**config.mk**
```make
export PLATFORM = sky130hd
export DESIGN_NAME = icap_quad
export DESIGN_NICKNAME = d
export VERILOG_FILES = /design/src/rtl/icap_pkg.sv /design/src/rtl/icap_ctrl.sv /design/src/rtl/icap_dpath.sv /design/src/rtl/icap_quad.sv
export SDC_FILE = /design/constraint.sdc
export NUM_CORES = 1
export LEC_CHECK = 0
export ABC_AREA = 1
export BUFFER_PORTS_ARGS = -buffer_cell sky130_fd_sc_hd__buf_4
export CORE_ASPECT_RATIO = 0.8
export CORE_MARGIN = 5
export CORE_UTILIZATION = 50
export DETAILED_ROUTE_END_ITERATION = 7
export GPL_TIMING_DRIVEN = 0
export PLACE_DENSITY = 0.83
export SLEW_MARGIN = 30
export SYNTH_ARGS = -nofsm -noshare
export SYNTH_HDL_FRONTEND = slang
export SYNTH_HIERARCHICAL = 1
export SYNTH_SLANG_ARGS = --single-unit
export TNS_END_PERCENT = 50
```
**constraint.sdc**
```tcl
create_clock -name clk -period 1.95 [get_ports clk]
set_input_delay 0.195 -clock clk [delete_from_list [all_inputs] [get_ports clk]]
set_output_delay 0.195 -clock clk [all_outputs]
set_load 0.02 [all_outputs]
```
**src/rtl/icap_pkg.sv**
```systemverilog
package icap_pkg;
  localparam int CH_N  = 4;
  localparam int CNT_W = 16;
  localparam int CH_A  = 0;   // channel that feeds the history register
  localparam int CH_C  = 2;   // history register when paired
  localparam int SYNC_W = 3;  // two synchronizer flops plus one history flop

  typedef struct packed {
    logic [CH_N-1:0] edgeHit;   // qualified edge seen on pin
    logic [CH_N-1:0] loadCnt;   // load counter into channel
    logic            moveAtoC;  // shift channel A into channel C
  } icapStb_t;
endpackage

```
**src/rtl/icap_ctrl.sv**
```systemverilog
module icap_ctrl
  import icap_pkg::*;
(
  input  logic            clk,
  input  logic            rstN,
  input  logic [CH_N-1:0] pinIn,
  input  logic [CH_N-1:0] edgeRise,
  input  logic            pairAC,
  input  logic [CH_N-1:0] flagClr,
  output icapStb_t        stb,
  output logic [CH_N-1:0] flags
);
  localparam logic [CH_N-1:0] C_MASK = CH_N'(1) << CH_C;

  logic [CH_N-1:0] hit;

  for (genvar g = 0; g < CH_N; g++) begin : gSync
    logic [SYNC_W-1:0] syncQ;
    logic riseSeen, fallSeen;

    always_ff @(posedge clk or negedge rstN) begin
      if (!rstN) syncQ <= '0;
      else       syncQ <= {syncQ[SYNC_W-2:0], pinIn[g]};
    end

    assign riseSeen = syncQ[SYNC_W-2] & ~syncQ[SYNC_W-1];
    assign fallSeen = ~syncQ[SYNC_W-2] & syncQ[SYNC_W-1];
    assign hit[g]   = edgeRise[g] ? riseSeen : fallSeen;
  end

  always_comb begin
    stb.edgeHit  = hit;
    stb.loadCnt  = hit & ~(pairAC ? C_MASK : '0);
    stb.moveAtoC = pairAC & hit[CH_A];
  end

  always_ff @(posedge clk or negedge rstN) begin
    if (!rstN) flags <= '0;
    else       flags <= (flags & ~flagClr) | hit;
  end
endmodule

```
**src/rtl/icap_dpath.sv**
```systemverilog
module icap_dpath
  import icap_pkg::*;
#(
  parameter int W = CNT_W
) (
  input  logic         clk,
  input  logic         rstN,
  input  logic         cntClear,
  input  icapStb_t     stb,
  output logic [W-1:0] countVal,
  output logic [W-1:0] capQ [CH_N]
);
  always_ff @(posedge clk or negedge rstN) begin
    if (!rstN)         countVal <= '0;
    else if (cntClear) countVal <= '0;
    else               countVal <= countVal + W'(1);
  end

  for (genvar g = 0; g < CH_N; g++) begin : gCap
    if (g == CH_C) begin : gHist
      always_ff @(posedge clk or negedge rstN) begin
        if (!rstN)                capQ[g] <= '0;
        else if (stb.moveAtoC)    capQ[g] <= capQ[CH_A];
        else if (stb.loadCnt[g])  capQ[g] <= countVal;
      end
    end else begin : gPlain
      always_ff @(posedge clk or negedge rstN) begin
        if (!rstN)               capQ[g] <= '0;
        else if (stb.loadCnt[g]) capQ[g] <= countVal;
      end
    end
  end
endmodule

```
**src/rtl/icap_quad.sv**
```systemverilog
module icap_quad
  import icap_pkg::*;
#(
  parameter int W = CNT_W
) (
  input  logic         clk,
  input  logic         rstN,
  input  logic [3:0]   capPin,
  input  logic [3:0]   edgeRise,
  input  logic         pairAC,
  input  logic         cntClear,
  input  logic [3:0]   flagClr,
  output logic [W-1:0] capValA,
  output logic [W-1:0] capValB,
  output logic [W-1:0] capValC,
  output logic [W-1:0] capValD,
  output logic [3:0]   capFlags
);
  icapStb_t     stb;
  logic [W-1:0] countVal;
  logic [W-1:0] capQ [CH_N];

  icap_ctrl u_ctrl (
    .clk     (clk),
    .rstN    (rstN),
    .pinIn   (capPin),
    .edgeRise(edgeRise),
    .pairAC  (pairAC),
    .flagClr (flagClr),
    .stb     (stb),
    .flags   (capFlags)
  );

  icap_dpath #(.W(W)) u_dpath (
    .clk     (clk),
    .rstN    (rstN),
    .cntClear(cntClear),
    .stb     (stb),
    .countVal(countVal),
    .capQ    (capQ)
  );

  assign capValA = capQ[0];
  assign capValB = capQ[1];
  assign capValC = capQ[2];
  assign capValD = capQ[3];
endmodule

```
# ---- After elaboration in Yosys (flattened, before gate mapping)
# Cells that the tools add are included.
dict set report totals {
  regBits 96
  in_bits 16
  out_inout_bits 68
  wordCells 42
}
dict set report op_classes {
  n_addsub 1
  n_mux 8
  n_bitwise 22
  n_reduce_logical 1
}
# cell count
set op_table {}
lappend op_table {{two-way mux 16 bit} 3}
lappend op_table {{adder 16 x 1 -> 16 bit (second input constant)} 1}
lappend op_table {{AND 1 bit} 9}
lappend op_table {{AND 4 bit} 2}
lappend op_table {{inverter 1 bit} 8}
lappend op_table {{inverter 4 bit} 2}
lappend op_table {{two-way mux 1 bit} 4}
lappend op_table {{OR 4 bit} 1}
lappend op_table {{two-way mux 3 bit} 1}
lappend op_table {{nonzero test 2 bit} 1}

# ---- Longest topological paths before layout
# Gate-level depths: netlist of run 1.
dict set report logic_depth {
  word_depth 6
  mapped_depth 9
  ltp_nobuf 8
}

# ---- Cells and area by module
# The synthesis of run 1 kept the hierarchy.
# mod instances cells_each area_each_um2 seq_area_each_um2
set by_module_without_submodules {}
lappend by_module_without_submodules {icap_dpath 1 338 3200.6 2001.9}
lappend by_module_without_submodules {icap_ctrl 1 58 611.8 400.4}

# ---- Worst setup path after synthesis of run 1
# Ideal clock, no wire load.
dict set report synth_timing {
  path_kind {register to register}
  from {register u_ctrl.gSync[2].syncQ[1]}
  to {register u_dpath/capQ[22] (netlist name)}
  setup_ns 0.082
  arrival_ns 1.271
  t_required_ns 1.868
  setup_slack_ns 0.597
  path_stages_with_launch 10
  n_path_buf 2
  synth_period_minus_slack_ns 1.353
  path_cell_list {dfrtp_1 > inv_1 > nand3_2 > a21oi_2 > buf_2 > inv_2 > nand2_2 > buf_6 > o22ai_1 > a31oi_1}
}
# element line
set synth_lines {}
lappend synth_lines {{start, declared} icap_ctrl.sv:18} ;# logic [SYNC_W-1:0] syncQ;
lappend synth_lines {{start signal, assigned} icap_ctrl.sv:23} ;# else syncQ <= {syncQ[SYNC_W-2:0], pinIn[g]};
lappend synth_lines {{end signal, assigned by index} icap_dpath.sv:23} ;# else if (stb.moveAtoC) capQ[g] <= capQ[CH_A];
lappend synth_lines {{end signal, assigned by index} icap_dpath.sv:24} ;# else if (stb.loadCnt[g]) capQ[g] <= countVal;
lappend synth_lines {{end, declared} icap_dpath.sv:11} ;# output logic [W-1:0] capQ [CH_N]

==> Implementation_results.wiki, run 1 <==
{| class="wikitable"
! Metric !! Value
|-
| Post-route DRC violation count || 0
|-
| Total number of clock tree sinks || 96
|-
| Flop-to-flop setup slack || 0.31 ns
|-
| Final setup violating endpoints || 0
|-
| Mapped Avg Cell Area || 9.66 um^2
|-
| Maximum number of pins on one net before global-route repair || 97
|-
| Post-detailed-route count of antenna-violating nets || 0
|-
| Overall track demand over capacity in global routing || 0.215
|-
| Post-Route Setup TNS || 0 ns
|-
| Count of buffers added by post-CTS timing repair for setup || 0
|-
| Filler cell count || 603
|-
| Startpoint of the worst-slack reg-to-reg timing path || u_ctrl/gSync[2].syncQ[1]
|-
| Cells along the critical path || inv_1 -> nand3_2 -> a21oi_2 -> buf_2 -> clkbuf_1 -> a31oi_1
|-
| Wire length of the first global-routing pass || 15.8 mm
|-
| Outcome || finished, final reports clean
|-
| Critical path fanouts, max || 10
|-
| Number of hold violations in the final report || 0
|-
| Clock-pin slew reported for the worst setup and hold paths after clock tree synthesis || 0.09 ns
|-
| Final count of pins violating max slew || 0
|-
| Post-route minimum period || 1.64 ns
|-
| Reg-to-reg critical path endpoint || u_dpath/capQ[25]
|-
| Routed wire length || 9.33 mm
|-
| Max incr delay on CP || 0.43 ns
|-
| Number of global-route vias before repair || 3138
|-
| Master cell of the clock root buffer || clkbuf_8
|-
| Cell type of the slowest stage on the worst timing path || clkbuf_1
|-
| Path class of the lowest-slack min-delay path || in2reg
|-
| CP Data Arrival Time || 1.86 ns
|-
| Maximum clock path buffer count || 2
|-
| Share of layout cells above drive strength 1 || 0.256
|-
| Required time of the critical path || 2.17 ns
|-
| Clock Skew || 0.0103 ns
|-
| Max_slew headroom || 0.431
|-
| Post-layout util || 0.651
|-
| IO Count || 84
|-
| Unrepaired setup endpoints after global routing || false
|-
| Most frequent cells in the layout || 96 x dfrtp_1, 82 x buf_4, 74 x nor2_1, 55 x a21oi_1, 39 x nand2_1
|-
| Total power draw || 5000 uW
|-
| Crit. End Element || flop
|-
| Crit path setup slack, layout || 0.314 ns
|-
| Post-Synthesis Cell Area || 3790 um^2
|-
| Via count || 3132
|-
| Overall die width || 107 um
|-
| Most common library cell in the layout ignoring fill and taps || dfrtp_1
|-
| Iteration count of the initial detailed-routing pass || 5
|-
| Portion of the clock cycle consumed by the worst path in the final layout || 0.839
|-
| Vertical die dimension || 87.8 um
|-
| Syn nets || 409
|-
| TritonCTS clock tree || yes
|-
| WL/cell || 15.5 um
|-
| Worst hold path startpoint || cntClear
|-
| P_leak || 0.00234 uW
|-
| Worst Reg2Reg Path Length in Cells || 6
|-
| End point of the worst hold path || u_dpath/countVal[0]
|-
| Number of instances in the synthesized netlist || 392
|-
| Detailed Route Iter0 Violations || 240
|-
| Seq. cell area || 2400 um^2
|-
| Peak supply drop || 0.446 mV
|-
| Worst Setup Path Type || reg2reg
|-
| H-tree depth || 3
|-
| CTS Buf Count || 9
|-
| Post-CTS Resized || 0
|-
| Final weighted congestion in routability-driven placement || 0.875
|-
| DIE AREA || 9420 um^2
|-
| Core Area || 7390 um^2
|-
| CP Launch Point || u_ctrl/gSync[2].syncQ[1]
|-
| Maximum operating frequency || 611 MHz
|-
| Post-detail-place hpwl || 6.57 mm
|-
| Number of antenna violations at the first check in global routing || 0
|-
| Areal power density over the cells || 1040 nW/um^2
|-
| Diode count || 0
|-
| Nets@finish || 508
|-
| Worst Hold Path Cells || 2
|-
| Port Buf Inserts || 83
|-
| Std cell rows || 28
|-
| Synthesis-to-layout area growth || 27.1%
|-
| Setup WS pre-CTS || 0.348 ns
|-
| Multi-input logic area || 1140 um^2
|-
| Vias per inst || 5.21
|-
| Max-capacitance violation count || 0
|-
| Yosys warning count || 6
|-
| Startpoint class of the critical path || flop
|-
| Clk Latency, worst-skew pair || 0.36 ns
|-
| Total gr overflow || 0
|-
| Actual transition at the worst max-transition pin || 0.853 ns
|-
| Effective utilization at floorplan || 0.512
|-
| Number of buffers inserted for hold repair after clock tree synthesis || 5
|}
## report_power, final
group          internal, uW  switching (uW)
sequential             2260             187
combinational           500             701
clock                   672             682
## per-stage QoR
step	area (um^2)	hold slack [ns]	cells
floorplan	3790	-0.101	392
global placement	4540	0.305	580
global route	4810	0.00259	601
CTS	4810	0.00608	601
detailed placement	4540	0.306	580
finish	4810	0.0200	601
## state kept, by name (all words and copies together) (netlist names)
signal and flops:
u_dpath/countVal 16, u_ctrl/flags 4, u_ctrl/gSync.syncQ 12, u_dpath/capQ 64
## worst max-delay path by stage
stage	cells past startpoint	end
after floorplan	9	u_dpath/capQ[22]
after global placement	6	u_dpath/capQ[31]
after detailed placement	6	u_dpath/capQ[25]
after CTS	6	u_dpath/capQ[25]
after global routing	9	u_dpath/capQ[28]
final	6	u_dpath/capQ[25]
## routing by layer
layer | up-vias | track usage | wire, um
met2 | 134 | 0.346 | 4510
li1 | 1483 | - | -
met3 | 9 | 0.0619 | 776
met1 | 1506 | 0.291 | 3980
met5 | - | 0 | 0
met4 | 0 | 0.0569 | 70
## worst max-delay path, delay by kind of cell, from the launching register on
family | cells | cell delay, ns
buf+inv | 3 | 0.72
flops | 1 | 0.42
simple gates | 1 | 0.09
compound gates | 2 | 0.27
## final cells by class
class                   instances  area share
well taps                     105      0.0273
repair buffers                 88       0.141
multi-input cells             236       0.238
clock inverters                 5      0.0135
clock buffers                  11      0.0315
plain buffers                  16      0.0156
flip-flops and latches         96       0.499
inverters                      44      0.0343
(Power assumes the default switching activity.)
==> run 2: changes to the inputs <==
CORE_UTILIZATION = 48   (was 50)
PLACE_DENSITY = 0.84   (was 0.83)
clock period = 1.4 ns   (was 1.95 ns; I/O delays follow)
==> run 2 against run 1 <==
The run now ends with negative setup slack left. Clock-buffer cell count down 2. Clock power up 34%. Total power up 40%. Critical path depth up 3. Fmax up 14%. Wire length up 7.5%. Clock skew up 0.0024 ns. Global-route usage down 0.51 points. Register-to-register slack worse by 0.35 ns. Combinational power up 46%. Worst hold slack better by 0.0037 ns. Critical endpoint is now u_dpath/capQ[26]. Highest routed layer unchanged.
==> Implementation_results.wiki, run 2 (synthesis gave the netlist of run 1 again) <==
{| class="wikitable"
! Metric !! Value
|-
| Max-capacitance violation count || 0
|-
| DIE AREA || 9770 um^2
|-
| Clk Latency, worst-skew pair || 0.36 ns
|-
| Setup WS pre-CTS || -0.213 ns
|-
| CP Data Arrival Time || 1.71 ns
|-
| Maximum clock path buffer count || 2
|-
| H-tree depth || 3
|-
| Number of global-route vias before repair || 3265
|-
| Final count of pins violating max slew || 0
|-
| Outcome || finished, violations left
|-
| Iteration count of the initial detailed-routing pass || 5
|-
| Number of hold violations in the final report || 0
|-
| Peak supply drop || 0.733 mV
|-
| Synthesis-to-layout area growth || 31.4%
|-
| Startpoint of the worst-slack reg-to-reg timing path || u_ctrl/gSync[2].syncQ[1]
|-
| Share of layout cells above drive strength 1 || 0.294
|-
| Flop-to-flop setup slack || -0.03 ns
|-
| Clock-pin slew reported for the worst setup and hold paths after clock tree synthesis || 0.10 ns
|-
| P_leak || 0.00245 uW
|-
| Total gr overflow || 0
|-
| Registers with the most flip-flops || u_dpath/capQ x64, u_dpath/countVal x16, u_ctrl/gSync.syncQ x12
|-
| Master cell of the clock root buffer || clkbuf_8
|-
| Unrepaired setup endpoints after global routing || true
|-
| Startpoint class of the critical path || flop
|-
| Worst Setup Path Type || reg2reg
|-
| Path class of the lowest-slack min-delay path || in2reg
|-
| Worst Reg2Reg Path Length in Cells || 9
|-
| Most common library cell in the layout ignoring fill and taps || dfrtp_1
|-
| Seq. cell area || 2400 um^2
|-
| Vertical die dimension || 89.4 um
|-
| Detailed Route Iter0 Violations || 388
|-
| Post-detailed-route count of antenna-violating nets || 0
|-
| Final setup violating endpoints || 2
|-
| Post-detail-place hpwl || 6.87 mm
|-
| Areal power density over the cells || 1400 nW/um^2
|-
| Critical path fanouts, max || 6
|-
| Core Area || 7800 um^2
|-
| Number of antenna violations at the first check in global routing || 0
|-
| Violated checks || negative setup slack
|-
| Total number of clock tree sinks || 96
|-
| Overall track demand over capacity in global routing || 0.210
|-
| IO Count || 84
|-
| Actual transition at the worst max-transition pin || 0.829 ns
|-
| Non-Filler Cell Area, Final || 4980 um^2
|-
| Nets@finish || 518
|-
| Maximum number of pins on one net before global-route repair || 97
|-
| Overall die width || 109 um
|-
| Crit path setup slack, layout || -0.0346 ns
|-
| Multi-input logic area || 1210 um^2
|-
| Area post-placement || 4550 um^2
|-
| Most frequent cells in the layout || 96 x dfrtp_1, 91 x buf_4, 72 x nor2_1, 55 x a21oi_1, 39 x nand2_1
|-
| Effective utilization at floorplan || 0.485
|-
| Vias per inst || 5.40
|-
| TritonCTS clock tree || yes
|-
| Filler cell count || 581
|-
| CP Launch Point || u_ctrl/gSync[2].syncQ[1]
|-
| Wire length of the first global-routing pass || 15.8 mm
|-
| Post-route minimum period || 1.43 ns
|-
| Post-Route Setup TNS || -0.0466 ns
|-
| Final weighted congestion in routability-driven placement || 0.908
|-
| Maximum operating frequency || 697 MHz
|-
| Clock Skew || 0.0128 ns
|-
| CTS Buf Count || 9
|-
| Largest Register || u_dpath/capQ
|-
| Post-route DRC violation count || 0
|-
| Std cell rows || 29
|-
| Routed wire length || 10.0 mm
|-
| WL/cell || 16.3 um
|-
| Via count || 3314
|-
| Portion of the clock cycle consumed by the worst path in the final layout || 1.02
|-
| Diode count || 0
|-
| Port Buf Inserts || 83
|-
| Max_slew headroom || 0.447
|-
| Destination of the critical timing path || u_dpath/capQ[26]
|-
| Flip-flop count of the largest register, all copies and words added || 64
|-
| Crit. End Element || flop
|-
| Reg-to-reg critical path endpoint || u_dpath/capQ[26]
|-
| Required time of the critical path || 1.68 ns
|}
run 2: where the power goes:
part	internal (uW)	leakage [uW]	total [uW]	switching, uW
Sequential	3150	0.00117	3420	275
Combinational	739	0.00118	1750	1010
Clock	841	0.000100	1810	968
run 2: worst min-delay path by stage:
stage	slack [ns]	cells past startpoint	startpoint	end
finish	0.02	4	flagClr[0]	u_ctrl/flags[0]
global route	0.04	4	flagClr[0]	u_ctrl/flags[0]
CTS	0.02	4	flagClr[0]	u_ctrl/flags[0]
detailed placement	0.25	1	capPin[3]	u_ctrl/gSync[3].syncQ[0]
global placement	0.25	1	capPin[3]	u_ctrl/gSync[3].syncQ[0]
floorplan	-0.16	0	rstN	u_ctrl/flags[0]
run 2: per-stage QoR:
step	utilization	hold slack [ns]	total power (uW)	cells
finish	0.638	0.0237	6980	614
global route	0.638	0.0418	7330	614
CTS	0.624	0.0188	6980	609
detailed placement	0.583	0.251	5150	583
global placement	0.583	0.251	5080	583
floorplan	-	-0.156	4290	392
run 2: cell type report:
type,count,share of cell area
Sequential cell,96,0.483
Tap cell,108,0.0272
Clock buffer,9,0.0249
Clock inverter,7,0.0156
Inverter,44,0.0342
Multi-Input combinational cell,236,0.243
Buffer,16,0.0204
Timing Repair Buffer,98,0.152
run 2: critical path: stages, from the launching register on:
cell and delay (ns):
dfrtp_1 0.41, inv_1 0.08, nand3_2 0.08, a21oi_2 0.16, buf_6 0.14, inv_6 0.04, nand2_8 0.08, buf_6 0.12
o22ai_2 0.06, a31oi_1 0.19
run 2: layer usage:
metal	share of wire	GRT usage	up-vias
met5	0	0	-
met4	0.017	0.0827	0
met3	0.088	0.0513	24
met2	0.49	0.344	175
met1	0.41	0.273	1601
li1	-	-	1514
run 2: timing repair:
action                     in CTS  in global routing
cloned                          1                  0
hold buffers                    6                  0
setup buffers                   3                  5
gates resized for setup        10                 27
pin swaps                       1                  3
hold endpoints to repair      104                  0
setup endpoints to repair      23                 50
==> run 3: changes to the inputs <==
ABC_AREA = default   (was 1)
CORE_MARGIN = 4   (was 5)
CORE_UTILIZATION = 49   (was 48)
PLACE_DENSITY = 0.85   (was 0.84)
==> run 3 against run 2 <==
The run still ends with negative setup slack left. Synthesized area rose by 1.8%. Via count fell by 12%. Sequential share of layout area fell by 6.4 points. Flip-flop and latch count did not move. Critical path depth fell by 3. First-iteration DRC count fell by 43%. Cell area rose by 16%. Synthesized cell count fell by 26%. Largest power group unchanged. Highest routed layer unchanged.
==> Implementation_results.wiki, run 3 <==
{| class="wikitable"
! Metric !! Value
|-
| Most Frequent Cell on Critical Path || buf_6
|-
| Total power draw || 5800 uW
|-
| Vias per inst || 5.42
|-
| Iteration count of the initial detailed-routing pass || 4
|-
| Post-route minimum period || 1.68 ns
|-
| Post-route DRC violation count || 0
|-
| Crit. End Element || flop
|-
| Final setup violating endpoints || 65
|-
| Overall track demand over capacity in global routing || 0.222
|-
| Total number of clock tree sinks || 96
|-
| Max_slew headroom || 0.436
|-
| Final weighted congestion in routability-driven placement || 0.725
|-
| Detailed Route Iter0 Violations || 221
|-
| Syn nets || 309
|-
| Actual transition at the worst max-transition pin || 0.846 ns
|-
| Maximum number of pins on one net before global-route repair || 97
|-
| Areal power density over the cells || 1010 nW/um^2
|-
| CP Data Arrival Time || 1.94 ns
|-
| Final count of pins violating max slew || 0
|-
| Vertical die dimension || 87.3 um
|-
| WL/cell || 19.8 um
|-
| Worst Reg2Reg Path Length in Cells || 6
|-
| Outcome || finished, violations left
|-
| Mapped Avg Cell Area || 13.2 um^2
|-
| Largest Register || u_dpath/capQ
|-
| Routed wire length || 10.7 mm
|-
| Max incr delay on CP || 0.40 ns
|-
| Unrepaired setup endpoints after global routing || true
|-
| Worst Hold Path Cells || 2
|-
| Number of global-route vias before repair || 3046
|-
| DIE AREA || 9350 um^2
|-
| Violated checks || negative setup slack
|-
| Path class of the lowest-slack min-delay path || in2reg
|-
| Overall die width || 107 um
|-
| Cells along the critical path || or3b_4 -> a21oi_4 -> buf_6 -> buf_6 -> mux2i_1 -> o21ai_1
|-
| Max-capacitance violation count || 0
|-
| Worst Setup Path Type || reg2reg
|-
| Number of antenna violations at the first check in global routing || 0
|-
| IO Count || 84
|-
| Clk Latency, worst-skew pair || 0.37 ns
|-
| Registers with the most flip-flops || u_dpath/capQ x64, u_dpath/countVal x16, u_ctrl/gSync.syncQ x12
|-
| Area post-placement || 4710 um^2
|-
| Required time of the critical path || 1.66 ns
|-
| Wire length of the first global-routing pass || 15.8 mm
|-
| Master cell of the clock root buffer || clkbuf_8
|-
| H-tree depth || 3
|-
| Most frequent cells in the layout || 110 x buf_4, 90 x dfrtp_1, 40 x mux2_4, 20 x nand2_1, 16 x buf_6
|-
| CTS Buf Count || 9
|-
| Number of instances in the synthesized netlist || 292
|-
| Peak supply drop || 0.767 mV
|-
| Via count || 2919
|-
| Post-detail-place hpwl || 5.83 mm
|-
| Effective utilization at floorplan || 0.511
|-
| Post-Place Cells || 479
|-
| Clock Skew || 0.0144 ns
|-
| Startpoint class of the critical path || flop
|-
| Critical path fanouts, max || 4
|-
| Most common library cell in the layout ignoring fill and taps || buf_4
|-
| Share of layout cells above drive strength 1 || 0.541
|-
| Non-Filler Instances || 539
|-
| Maximum operating frequency || 597 MHz
|-
| Total gr overflow || 0
|-
| P_leak || 0.00283 uW
|-
| Synthesis-to-layout area growth || 49.5%
|-
| Post-Route Setup TNS || -7.42 ns
|-
| Post-Synthesis Cell Area || 3850 um^2
|-
| Portion of the clock cycle consumed by the worst path in the final layout || 1.20
|-
| Port Buf Inserts || 82
|-
| Crit path setup slack, layout || -0.275 ns
|-
| Core Area || 7530 um^2
|-
| Number of hold violations in the final report || 0
|-
| Std cell rows || 28
|-
| Clock-pin slew reported for the worst setup and hold paths after clock tree synthesis || 0.10 ns
|-
| Maximum clock path buffer count || 2
|-
| Post-detailed-route count of antenna-violating nets || 0
|-
| Cell type of the slowest stage on the worst timing path || dfrtp_1
|-
| Diode count || 0
|-
| TritonCTS clock tree || yes
|-
| Yosys warning count || 6
|-
| Flip-flop count of the largest register, all copies and words added || 64
|-
| Non-Filler Cell Area, Final || 5760 um^2
|-
| Nets@finish || 446
|}
## run 3: report_power, final
part           internal [uW]  switching [uW]
sequential              2870            76.6
combinational            408             393
clock                   1060             989
total                   4340            1460
## run 3: final cells by class
| cell class | instances | area, um^2 |
|---|---|---|
| Clock inverter | 6 | 91.3 |
| Fill cell | 455 | 1770 |
| Multi-Input combinational cell | 173 | 1650 |
| Buffer | 22 | 268 |
| Clock buffer | 10 | 138 |
| Timing Repair Buffer | 126 | 1070 |
| Tap cell | 105 | 131 |
| Inverter | 1 | 3.75 |
| Sequential cell | 96 | 2410 |
## run 3: critical path: cells and delay by family (launching register included)
kind / cells / cell delay [ns]
buf+inv: 2 / 0.31
flops: 1 / 0.40
simple gates: 1 / 0.40
compound gates: 2 / 0.22
mux: 1 / 0.24
## run 3: stage by stage
stage               worst slack, ns  hold slack (ns)   util
detailed placement           -0.380            0.250  0.625
floorplan                    -0.132           -0.156      -
global route                 -0.332           0.0344  0.764
finish                       -0.275           0.0455  0.764
CTS                          -0.224           0.0219  0.707
global placement             -0.309            0.250  0.624
## run 3: repair_timing
| item | CTS | global route |
|---|---|---|
| gates resized for setup | 67 | 45 |
| hold buffers | 5 | 0 |
| cloned | 2 | 2 |
| hold endpoints to repair | 100 | 0 |
| pin swaps | 2 | 8 |
| endpoints found under the setup margin | 58 | 66 |
| setup buffers | 12 | 23 |
## run 3: worst paths after layout
check | startpoint | end | slack, ns
min in group asynchronous | rstN | u_dpath/capQ[41] | 0.39
min reg2reg | u_ctrl/gSync[2].syncQ[0] | u_ctrl/gSync[2].syncQ[1] | 0.36
max reg2reg | u_ctrl/gSync[2].syncQ[1] | u_dpath/capQ[18] | -0.28
max | u_ctrl/gSync[2].syncQ[1] | u_dpath/capQ[18] | -0.28
min | edgeRise[1] | u_ctrl/flags[1] | 0.05
max in group asynchronous | rstN | u_dpath/countVal[0] | 0.38
## run 3: per-layer routing
layer	vias up	GRT usage	wire, um
met2	104	0.365	5330
met3	19	0.0682	710
li1	1281	-	-
met5	-	0	0
met4	0	0.0685	159
met1	1515	0.283	4500
